$ cat src/rtl/cgr_pkg.sv
package cgr_pkg;

    localparam int REG_W = 16;
    localparam int OFF_W = 6;

    // byte offsets of the decoded registers
    localparam logic [OFF_W-1:0] OFF_MODE = 6'h00;
    localparam logic [OFF_W-1:0] OFF_DATA = 6'h04;
    localparam logic [OFF_W-1:0] OFF_STAT = 6'h08;
    localparam logic [OFF_W-1:0] OFF_PWR  = 6'h0C;
    localparam logic [OFF_W-1:0] OFF_CTRL = 6'h10;
    localparam logic [OFF_W-1:0] OFF_IREQ = 6'h14;
    localparam logic [OFF_W-1:0] OFF_IMSK = 6'h18;
    localparam logic [OFF_W-1:0] OFF_ISTA = 6'h1C;
    localparam logic [OFF_W-1:0] OFF_DIR  = 6'h20;
    localparam logic [OFF_W-1:0] OFF_LVLW = 6'h24;
    localparam logic [OFF_W-1:0] OFF_LVLR = 6'h28;

    localparam logic [REG_W-1:0] STAT_CODE  = 16'h0002;
    localparam int               PWR_TRIG   = 7;
    localparam logic [REG_W-1:0] PWR_FORCE  = 16'h8040;

    // plain read/write registers held in one generic file
    localparam int PLAIN_N = 6;
    localparam int PIX_MODE = 0;
    localparam int PIX_DATA = 1;
    localparam int PIX_CTRL = 2;
    localparam int PIX_IREQ = 3;
    localparam int PIX_IMSK = 4;
    localparam int PIX_ISTA = 5;

    typedef enum logic [3:0] {
        SEL_MODE, SEL_DATA, SEL_STAT, SEL_PWR,
        SEL_CTRL, SEL_IREQ, SEL_IMSK, SEL_ISTA,
        SEL_DIR,  SEL_LVLW, SEL_LVLR, SEL_NONE
    } reg_sel_e;

endpackage

$ cat src/rtl/cgr_addr_decode.sv
module cgr_addr_decode
    import cgr_pkg::*;
(
    input  logic [OFF_W-1:0] addr,
    output reg_sel_e         sel
);

    always_comb begin
        case (addr)
            OFF_MODE: sel = SEL_MODE;
            OFF_DATA: sel = SEL_DATA;
            OFF_STAT: sel = SEL_STAT;
            OFF_PWR:  sel = SEL_PWR;
            OFF_CTRL: sel = SEL_CTRL;
            OFF_IREQ: sel = SEL_IREQ;
            OFF_IMSK: sel = SEL_IMSK;
            OFF_ISTA: sel = SEL_ISTA;
            OFF_DIR:  sel = SEL_DIR;
            OFF_LVLW: sel = SEL_LVLW;
            OFF_LVLR: sel = SEL_LVLR;
            default:  sel = SEL_NONE;
        endcase
    end

endmodule

$ cat src/rtl/cgr_plain_regs.sv
module cgr_plain_regs #(
    parameter int W = 16,
    parameter int N = 6
) (
    input  logic              clk,
    input  logic              rst_n,
    input  logic [N-1:0]      we,
    input  logic [W-1:0]      wdata,
    output logic [N-1:0][W-1:0] q
);

    for (genvar i = 0; i < N; i++) begin : g_reg
        always_ff @(posedge clk) begin
            if (!rst_n)
                q[i] <= '0;
            else if (we[i])
                q[i] <= wdata;
        end
    end

endmodule

$ cat src/rtl/cgr_power_reg.sv
module cgr_power_reg
    import cgr_pkg::*;
#(
    parameter int W = REG_W
) (
    input  logic         clk,
    input  logic         rst_n,
    input  logic         we,
    input  logic [W-1:0] wdata,
    output logic [W-1:0] q
);

    logic [W-1:0] store_val;

    always_comb begin
        store_val = wdata;
        if (wdata[PWR_TRIG])
            store_val = wdata | W'(PWR_FORCE);
    end

    always_ff @(posedge clk) begin
        if (!rst_n)
            q <= '0;
        else if (we)
            q <= store_val;
    end

endmodule

$ cat src/rtl/cgr_gpio_port.sv
module cgr_gpio_port #(
    parameter int W = 16
) (
    input  logic         clk,
    input  logic         rst_n,
    input  logic         dir_we,
    input  logic         lvl_we,
    input  logic [W-1:0] wdata,
    input  logic [W-1:0] pin_in,
    output logic [W-1:0] dir_q,
    output logic [W-1:0] lvl_q,
    output logic [W-1:0] pin_out
);

    logic [W-1:0] in_seen;
    logic [W-1:0] in_edge;
    logic [W-1:0] lvl_from_pins;
    logic [W-1:0] lvl_d;
    logic [W-1:0] dir_d;

    assign in_edge       = pin_in ^ in_seen;
    assign lvl_from_pins = (lvl_q & ~in_edge) | (pin_in & in_edge);
    assign lvl_d         = lvl_we ? (wdata & dir_q) : lvl_from_pins;
    assign dir_d         = dir_we ? wdata : dir_q;

    always_ff @(posedge clk) begin
        if (!rst_n) begin
            in_seen <= '0;
            lvl_q   <= '0;
            dir_q   <= '0;
            pin_out <= '0;
        end else begin
            in_seen <= pin_in;
            lvl_q   <= lvl_d;
            dir_q   <= dir_d;
            if (dir_we || lvl_we)
                pin_out <= lvl_d & dir_d;
        end
    end

endmodule

$ cat src/rtl/ctl_gpio_regs.sv
module ctl_gpio_regs
    import cgr_pkg::*;
#(
    parameter int BUS_W = 32
) (
    input  logic               clk,
    input  logic               rst_n,
    input  logic [OFF_W-1:0]   bus_addr,
    input  logic               bus_wr,
    input  logic               bus_rd,
    input  logic [BUS_W-1:0]   bus_wdata,
    output logic [REG_W-1:0]   bus_rdata,
    input  logic [REG_W-1:0]   gpio_in,
    output logic [REG_W-1:0]   gpio_out
);

    reg_sel_e                   sel;
    logic [REG_W-1:0]           wval;
    logic                       unused_wdata_hi;
    logic [PLAIN_N-1:0]         plain_we;
    logic [PLAIN_N-1:0][REG_W-1:0] plain_q;
    logic [REG_W-1:0]           pwr_q;
    logic [REG_W-1:0]           dir_q;
    logic [REG_W-1:0]           lvl_q;
    logic [REG_W-1:0]           rd_mux;

    assign wval            = bus_wdata[REG_W-1:0];
    assign unused_wdata_hi = ^bus_wdata[BUS_W-1:REG_W];

    cgr_addr_decode u_dec (
        .addr (bus_addr),
        .sel  (sel)
    );

    always_comb begin
        plain_we = '0;
        if (bus_wr) begin
            case (sel)
                SEL_MODE: plain_we[PIX_MODE] = 1'b1;
                SEL_DATA: plain_we[PIX_DATA] = 1'b1;
                SEL_CTRL: plain_we[PIX_CTRL] = 1'b1;
                SEL_IREQ: plain_we[PIX_IREQ] = 1'b1;
                SEL_IMSK: plain_we[PIX_IMSK] = 1'b1;
                SEL_ISTA: plain_we[PIX_ISTA] = 1'b1;
                default:  plain_we = '0;
            endcase
        end
    end

    cgr_plain_regs #(.W(REG_W), .N(PLAIN_N)) u_plain (
        .clk   (clk),
        .rst_n (rst_n),
        .we    (plain_we),
        .wdata (wval),
        .q     (plain_q)
    );

    cgr_power_reg #(.W(REG_W)) u_pwr (
        .clk   (clk),
        .rst_n (rst_n),
        .we    (bus_wr && sel == SEL_PWR),
        .wdata (wval),
        .q     (pwr_q)
    );

    cgr_gpio_port #(.W(REG_W)) u_port (
        .clk     (clk),
        .rst_n   (rst_n),
        .dir_we  (bus_wr && sel == SEL_DIR),
        .lvl_we  (bus_wr && (sel == SEL_LVLW || sel == SEL_LVLR)),
        .wdata   (wval),
        .pin_in  (gpio_in),
        .dir_q   (dir_q),
        .lvl_q   (lvl_q),
        .pin_out (gpio_out)
    );

    always_comb begin
        case (sel)
            SEL_MODE: rd_mux = plain_q[PIX_MODE];
            SEL_DATA: rd_mux = plain_q[PIX_DATA];
            SEL_STAT: rd_mux = STAT_CODE;
            SEL_PWR:  rd_mux = pwr_q;
            SEL_CTRL: rd_mux = plain_q[PIX_CTRL];
            SEL_IREQ: rd_mux = plain_q[PIX_IREQ];
            SEL_IMSK: rd_mux = plain_q[PIX_IMSK];
            SEL_ISTA: rd_mux = plain_q[PIX_ISTA];
            SEL_DIR:  rd_mux = dir_q;
            SEL_LVLW: rd_mux = lvl_q;
            SEL_LVLR: rd_mux = lvl_q;
            default:  rd_mux = '0;
        endcase
    end

    always_ff @(posedge clk) begin
        if (!rst_n)
            bus_rdata <= '0;
        else if (bus_rd)
            bus_rdata <= rd_mux;
        else
            bus_rdata <= '0;
    end

endmodule

$ cat config.mk
export PLATFORM = sky130hd
export DESIGN_NAME = ctl_gpio_regs
export DESIGN_NICKNAME = d
export VERILOG_FILES = /design/src/rtl/cgr_pkg.sv /design/src/rtl/cgr_addr_decode.sv /design/src/rtl/cgr_plain_regs.sv /design/src/rtl/cgr_power_reg.sv /design/src/rtl/cgr_gpio_port.sv /design/src/rtl/ctl_gpio_regs.sv
export SDC_FILE = /design/constraint.sdc
export NUM_CORES = 1
export LEC_CHECK = 0
export BUFFER_PORTS_ARGS = -buffer_cell sky130_fd_sc_hd__buf_4
export CORE_MARGIN = 10
export CORE_UTILIZATION = 55
export CTS_CLUSTER_DIAMETER = 80
export DETAILED_ROUTE_END_ITERATION = 16
export PLACE_DENSITY = 0.75
export SETUP_SLACK_MARGIN = 0.1
export SYNTH_ARGS = -nofsm -noshare
export SYNTH_HDL_FRONTEND = slang
export SYNTH_SLANG_ARGS = --single-unit
$ cat constraint.sdc
create_clock -name clk -period 1.84 [get_ports clk]
set_clock_uncertainty 0.1 [all_clocks]
set_input_delay 0.092 -clock clk [delete_from_list [all_inputs] [get_ports clk]]
set_output_delay 0.092 -clock clk [all_outputs]
set_load 0.03 [all_outputs]
==> qor.csv, run 1 <==
stage,metric,value,unit
status,status,finished clean,
placement,io_buffers,73,
floorplanning,dieArea,0.0199,mm^2
yosys,synth_area,0.00805,mm^2
cts,insertion_delay,440,ps
worst_setup_path,crit_required,2060,ps
placement,dpl-instance-area,0.00904,mm^2
cts,post_cts_buffers,0,
timing,finalSetupViolCount,0,
routing,ant_nets,0,
cts,cts_htree_levels,4,
worst_setup_path,crit_fanout,2,
timing,slew_headroom,55.9,%
cts,cts_root_buf,clkbuf_16,
floorplanning,start_util,55.8,%
worst_setup_path,critPathArrivalTime,1920,ps
timing,worst_slack,140,ps
timing,final-hold-violation-count,0,
timing,min_period,1700,ps
layout,fin_nets,1067,
layout,syn_to_final_growth,24.2,%
yosys,ys_ff_latch,192,
cts,cts_tree,built,
timing,fin_crit_sh,92.4,%
placement,hpwl,15600,um
floorplanning,rows,44,
worst_setup_path,critPathLaunchType,flip-flop,
timing,tightest_slew,644,ps
pwr,powerDensity,865,mW/mm^2
yosys,synth_edf_count,0,
floorplanning,die_w,141,um
global_routing,grt_pass1_vias,6950,
routing,drt_wl_total,23100,um
run,maxCapViolCount,0,
routing,drt_iter0_drc,703,
floorplanning,io_pins,90,
yosys,synth_cell_types,44,
layout,final_cell_mix,"192 x dfxtp_1, 137 x buf_4, 135 x nand2_1, 88 x nor2_1, 78 x mux2i_1",
layout,drive_gt1_share,19.6,%
routing,firstDrtPassIters,5,
worst_hold_path,hold_class,in2reg,
global_routing,grt_use_total,22.9,%
routing,vias_per_cell,5.90,
yosys,syn_inst,892,
global_routing,gr-total-overflow,0,
routing,wl_per_cell,19.2,um
placement,gp_congestion,0.959,
global_routing,grt_start_max_net_pins,66,
yosys,yosys_most_used_dff,dfxtp_1,
worst_setup_path,crit_buf_inv,1,
yosys,ys_warn_count,0,
worst_setup_path,cp_top_family,compound AO/OA/AOI/OAI gates,
timing,slew_violations,0,
cts,clock-sinks,192,
timing,final.setup.tns,0,ps
layout,final_common_cell,dfxtp_1,
pwr,ir_worst_vdd,0.681,mV
worst_setup_path,critPathMaxStageDelay,470,ps
placement,pre_cts_ws,-49.1,ps
global_routing,antenna_found_initial,0,
yosys,syn_area_per_cell,9.03,um^2
worst_setup_path,crit_chain,"mux2_2, a22o_1, a222oi_1, buf_4, a31oi_1",
cts,cts_buffers,17,
worst_setup_path,cp_slowest_cell,a222oi_1,
floorplanning,fp.dieH,141,um
yosys,async_flop_share,0,%
yosys,synth_nets,950,
routing,drc,0,
routing,vias,7110,
layout,n_antenna_cell,0,
pwr,power.leakage,4.37,nW
yosys,synth_seq_area_share,47.7,%
layout,final_area,0.0100,mm^2
cts,path_clk_slew,70,ps
worst_setup_path,critPathKind,reg2reg,
worst_setup_path,crit_path_end_kind,flip-flop,
timing,fmax,588,MHz
global_routing,grt_pass1_wl,36700,um
cts,cts_buffer_depth,2,
timing,rsz0062_at_grt,yes,
floorplanning,design.core.area,0.0144,mm^2
power by group:
group          total, W  internal, W  switching [W]  leakage, nW
sequential      0.00427      0.00422      0.0000475         1.56
clock           0.00379      0.00224        0.00155        0.296
combinational  0.000593     0.000251       0.000342         2.52
total           0.00865      0.00671        0.00194         4.37
worst paths after layout:
kind | start | end | slack, ps | cells past startpoint
min reg2reg | u_plain.q[85]$_SDFFE_PN0P_ | u_plain.q[85]$_SDFFE_PN0P_ | 350 | 2
min | rst_n | u_port.pin_out[14]$_SDFFE_PN0P_ | 20 | 3
max reg2reg | u_plain.q[85]$_SDFFE_PN0P_ | bus_rdata[5]$_SDFF_PN0_ | 140 | 5
max | u_plain.q[85]$_SDFFE_PN0P_ | bus_rdata[5]$_SDFF_PN0_ | 140 | 5
worst reg2reg max path, stage by stage, from the launching register on:
cell and delay (ps):
dfxtp_1 310, mux2_2 260, a22o_1 170, a222oi_1 470, buf_4 200, a31oi_1 70
layout make-up:
class | instances | area (um^2)
Clock buffer | 22 | 474
Clock inverter | 10 | 134
Fill cell | 1150 | 4420
Inverter | 4 | 16.3
Multi-Input combinational cell | 616 | 3800
Sequential cell | 192 | 3840
Tap cell | 184 | 230
Timing Repair Buffer | 178 | 1500
cells in the mapped netlist (all sizes together) (3+ instances only):
cell type    n  area, um^2
dfxtp      192        3840
nand2      135         507
nor2        88         330
mux2i       78         781
a21oi       66         330
clkbuf      48         185
and2        40         250
buf         32         206
a22oi       31         233
o21ai       27         135
and3        25         156
a31oi       24         150
mux2        17         195
nand3       14        90.1
o2111ai     11        96.3
a22o         8        70.1
a222oi       7        70.1
a2111oi      6        52.6
nor3         5        25.0
a32o         4        40.0
a211oi       3        22.5
a221oi       3        26.3
a41oi        3        26.3
inv          3        11.3
nand4        3        25.0
nor2b        3        18.8
or3          3        18.8
cells by family after synthesis:
family                   count (synthesis)  share of synthesized area (%)
buffers and inverters                   84                           5.05
adder cells (fa/ha/maj)                  2                          0.249
AND/OR/NAND/NOR                        321                           18.7
XOR/XNOR                                 1                          0.109
multiplexers                            95                           12.1
AO/OA/AOI/OAI                          197                           16.0
flip-flops                             192                           47.7
metrics by stage:
step                std cells  util (%)  hold WS [ps]  power (W)
global placement         1139      62.7           211    0.00487
floorplan                 892         -           114    0.00463
global route             1206      69.3          31.0    0.00886
CTS                      1206      69.3          5.34    0.00866
finish                   1206      69.3          17.4    0.00865
detailed placement       1139      62.7           217    0.00488
flip-flops by register name, summed over array words and instances, names as in the netlist:
name            cells
u_port.pin_out     16
u_plain.q          96
u_port.dir_q       16
u_pwr.q            16
u_port.in_seen     16
u_port.lvl_q       16
bus_rdata          16
layer usage:
layer  track usage (%)  part of all wire, %
met1              28.1                   42
met2              38.4                   49
met3              4.74                  6.9
met4              8.53                  2.2
met5                 0                    0
what timing repair did:
action                                  CTS  global route
cloned                                    0             0
hold endpoints to repair                172             0
endpoints found under the setup margin    1             1
gates resized for setup                   0             0
pin swaps                                 1             0
hold buffers                             35             0
(Power assumes the default switching activity.)
==> run 2, diff against run 1 <==
- BUFFER_PORTS_ARGS: -buffer_cell sky130_fd_sc_hd__buf_4 -> unset
- DONT_BUFFER_PORTS: unset -> 1
- PLACE_DENSITY: 0.75 -> 0.69
==> qor.csv, run 2 (synthesis gave the netlist of run 1 again) <==
stage,metric,value,unit,change
status,status,finished clean,,
floorplanning,design.core.area,0.0144,mm^2,unchanged
pwr,power.leakage,4.08,nW,-6.7%
cts,cts_tree,built,,
global_routing,antenna_found_initial,0,,unchanged
routing,firstDrtPassIters,8,,+3
layout,final_cell_mix,"192 x dfxtp_1, 135 x nand2_1, 88 x nor2_1, 87 x dlygate4sd3_1, 78 x mux2i_1",,
timing,fmax,569,MHz,-3.2%
pwr,finalPower,0.00868,W,+0.33%
timing,rsz0062_at_grt,no,,
pwr,ir_worst_vdd,0.658,mV,-3.3%
cts,cts_buffers,17,,unchanged
timing,fin_crit_sh,95.4,%,+3.0 points
worst_setup_path,r2r-start,u_plain.q[90]$_SDFFE_PN0P_,,
cts,clock-sinks,192,,unchanged
worst_setup_path,r2r-end,bus_rdata[10]$_SDFF_PN0_,,
worst_setup_path,critPathLaunchType,input pin,,
worst_setup_path,crit_fanout,18,,+16
floorplanning,fp.dieH,141,um,unchanged
global_routing,gr-total-overflow,0,,unchanged
routing,vias_per_cell,6.17,,+4.7%
placement,gp_congestion,0.878,,-8.4%
floorplanning,io_pins,90,,unchanged
placement,io_buffers,0,,-100%
layout,final_common_cell,dfxtp_1,,
worst_setup_path,crit_required,2060,ps,about the same
floorplanning,die_w,141,um,unchanged
layout,syn_to_final_growth,22.0,%,
floorplanning,start_util,55.8,%,unchanged
worst_setup_path,crit_start,rst_n,,
worst_setup_path,crit_buf_inv,2,,+1
routing,drc,0,,unchanged
timing,finalSetupViolCount,0,,unchanged
worst_setup_path,crit_chain,"dlygate4sd3_1, nand4_1, buf_12, a31oi_1",,
worst_hold_path,hold_path_depth,4,,+1
global_routing,grt_pass1_wl,38400,um,+4.8%
worst_setup_path,cp_slowest_cell,dlygate4sd3_1,,
global_routing,grt_use_total,24.2,%,+1.3 points
floorplanning,rows,44,,unchanged
placement,dpl-instance-area,0.00831,mm^2,-8.1%
routing,drt_wl_total,24900,um,+7.7%
timing,slew_headroom,47.5,%,-8.4 points
layout,largest_reg_flops,96,,unchanged
worst_setup_path,crit_path_end_kind,flip-flop,,
worst_setup_path,cp_num_cells,4,,-1
worst_setup_path,critPathKind,in2reg,,
cts,insertion_delay,440,ps,about the same
timing,slew_violations,0,,unchanged
routing,ant_nets,0,,unchanged
worst_hold_path,whs_endpoint,u_plain.q[72]$_SDFFE_PN0P_,,
routing,vias,7173,,+0.89%
layout,drive_gt1_share,10.6,%,-8.9 points
worst_setup_path,critPathArrivalTime,1980,ps,+60 ps
pwr,powerDensity,884,mW/mm^2,+2.1%
floorplanning,dieArea,0.0199,mm^2,unchanged
layout,n_antenna_cell,0,,unchanged
worst_setup_path,cp_top_family,buffers and inverters,,
placement,hpwl,15800,um,+1.5%
cts,cts_htree_levels,4,,unchanged
cts,cts_root_buf,clkbuf_16,,
global_routing,met2_usage,39.6,%,+1.1 points
global_routing,grt_use_met1,30.6,%,+2.5 points
routing,drt_iter0_drc,788,,+12%
global_routing,grt_pass1_vias,6949,,-0.014%
cts,path_clk_slew,70,ps,about the same
cts,cts_buffer_depth,2,,unchanged
global_routing,grt-busiest-layer,met2,,
worst_setup_path,reg2reg_slack,150,ps,about the same
layout,final_area,0.00982,mm^2,-1.8%
worst_setup_path,critPathMaxStageDelay,1000,ps,+530 ps
timing,tightest_slew,785,ps,+140 ps
global_routing,grt_start_max_net_pins,90,,+36%
timing,final.setup.tns,0,ps,unchanged
run,maxCapViolCount,0,,unchanged
layout,fin_nets,1024,,-4.0%
timing,final-hold-violation-count,0,,unchanged
worst_hold_path,min-delay-start,bus_wr,,
worst_hold_path,hold_class,in2reg,,
worst_setup_path,reg2regPathDepth,5,,unchanged
routing,wl_per_cell,21.4,um,+12%
layout,regMostFlops,u_plain.q,,
timing,min_period,1760,ps,+55.8 ps
global_routing,use_met3,5.58,%,+0.84 points
[run 2: changes by cell type in the layout (fill, tap and decap cells not counted), sizes merged]
cell | before | now
dlygate4sd3 | 35 | 87
dlymetal6s4s | 0 | 1
clkbuf | 22 | 18
bufinv | 3 | 4
inv | 3 | 4
clkinv | 6 | 4
clkinvlp | 2 | 5
buf | 143 | 47
[run 2: cell type report]
type,count,area (um^2)
Timing Repair Buffer,135,1310
Sequential cell,192,3840
Clock inverter,13,189
Fill cell,1107,4600
Tap cell,184,230
Inverter,4,16.3
Multi-Input combinational cell,616,3800
Clock buffer,18,429
[run 2: report_power, final]
part / internal [W] / total [W] / switching (W) / leakage (nW)
clock: 0.00227 / 0.00390 / 0.00163 / 0.285
combinational: 0.000209 / 0.000496 / 0.000287 / 2.24
sequential: 0.00422 / 0.00428 / 0.0000620 / 1.56
total: 0.00670 / 0.00868 / 0.00198 / 4.08
[run 2: worst max path at each step]
stage | endpoint | slack [ps]
2_1_floorplan | u_plain.q[53]$_SDFFE_PN0P_ | 270
5_1_grt | bus_rdata[10]$_SDFF_PN0_ | 100
3_3_place_gp | bus_rdata[6]$_SDFF_PN0_ | 120
3_5_place_dp | bus_rdata[6]$_SDFF_PN0_ | 40
6_report | bus_rdata[13]$_SDFF_PN0_ | 80
4_1_cts | bus_rdata[10]$_SDFF_PN0_ | 110
[run 2: metrics by stage]
stage / util [%] / instances / setup WS (ps) / hold slack [ps]
after CTS: 68.0 / 1161 / 113 / 1.27
after floorplan: - / 892 / 275 / 114
after global routing: 68.1 / 1162 / 104 / 18.3
after detailed placement: 57.6 / 1042 / 37.9 / 118
after global placement: 57.6 / 1042 / 116 / 115
final: 68.1 / 1162 / 83.9 / 2.80
[run 2: layer usage]
layer  vias up  wire (um)
li1       3294          -
met1      3428      10200
met2       398      11700
met3        53       2470
met4         0        525
met5         -          0
[run 2: worst reg2reg max path, stage by stage (launching register included)]
cell and delay (ps):
dfxtp_1 310, mux2_2 260, a22o_1 180, a222oi_1 430, buf_4 200, a31oi_1 80
[run 2: repair_timing]
action	CTS	global route
resized for setup	0	1
buffers inserted	0	1
endpoints found under the setup margin	0	14
hold endpoints to repair	192	0
hold buffers	88	0
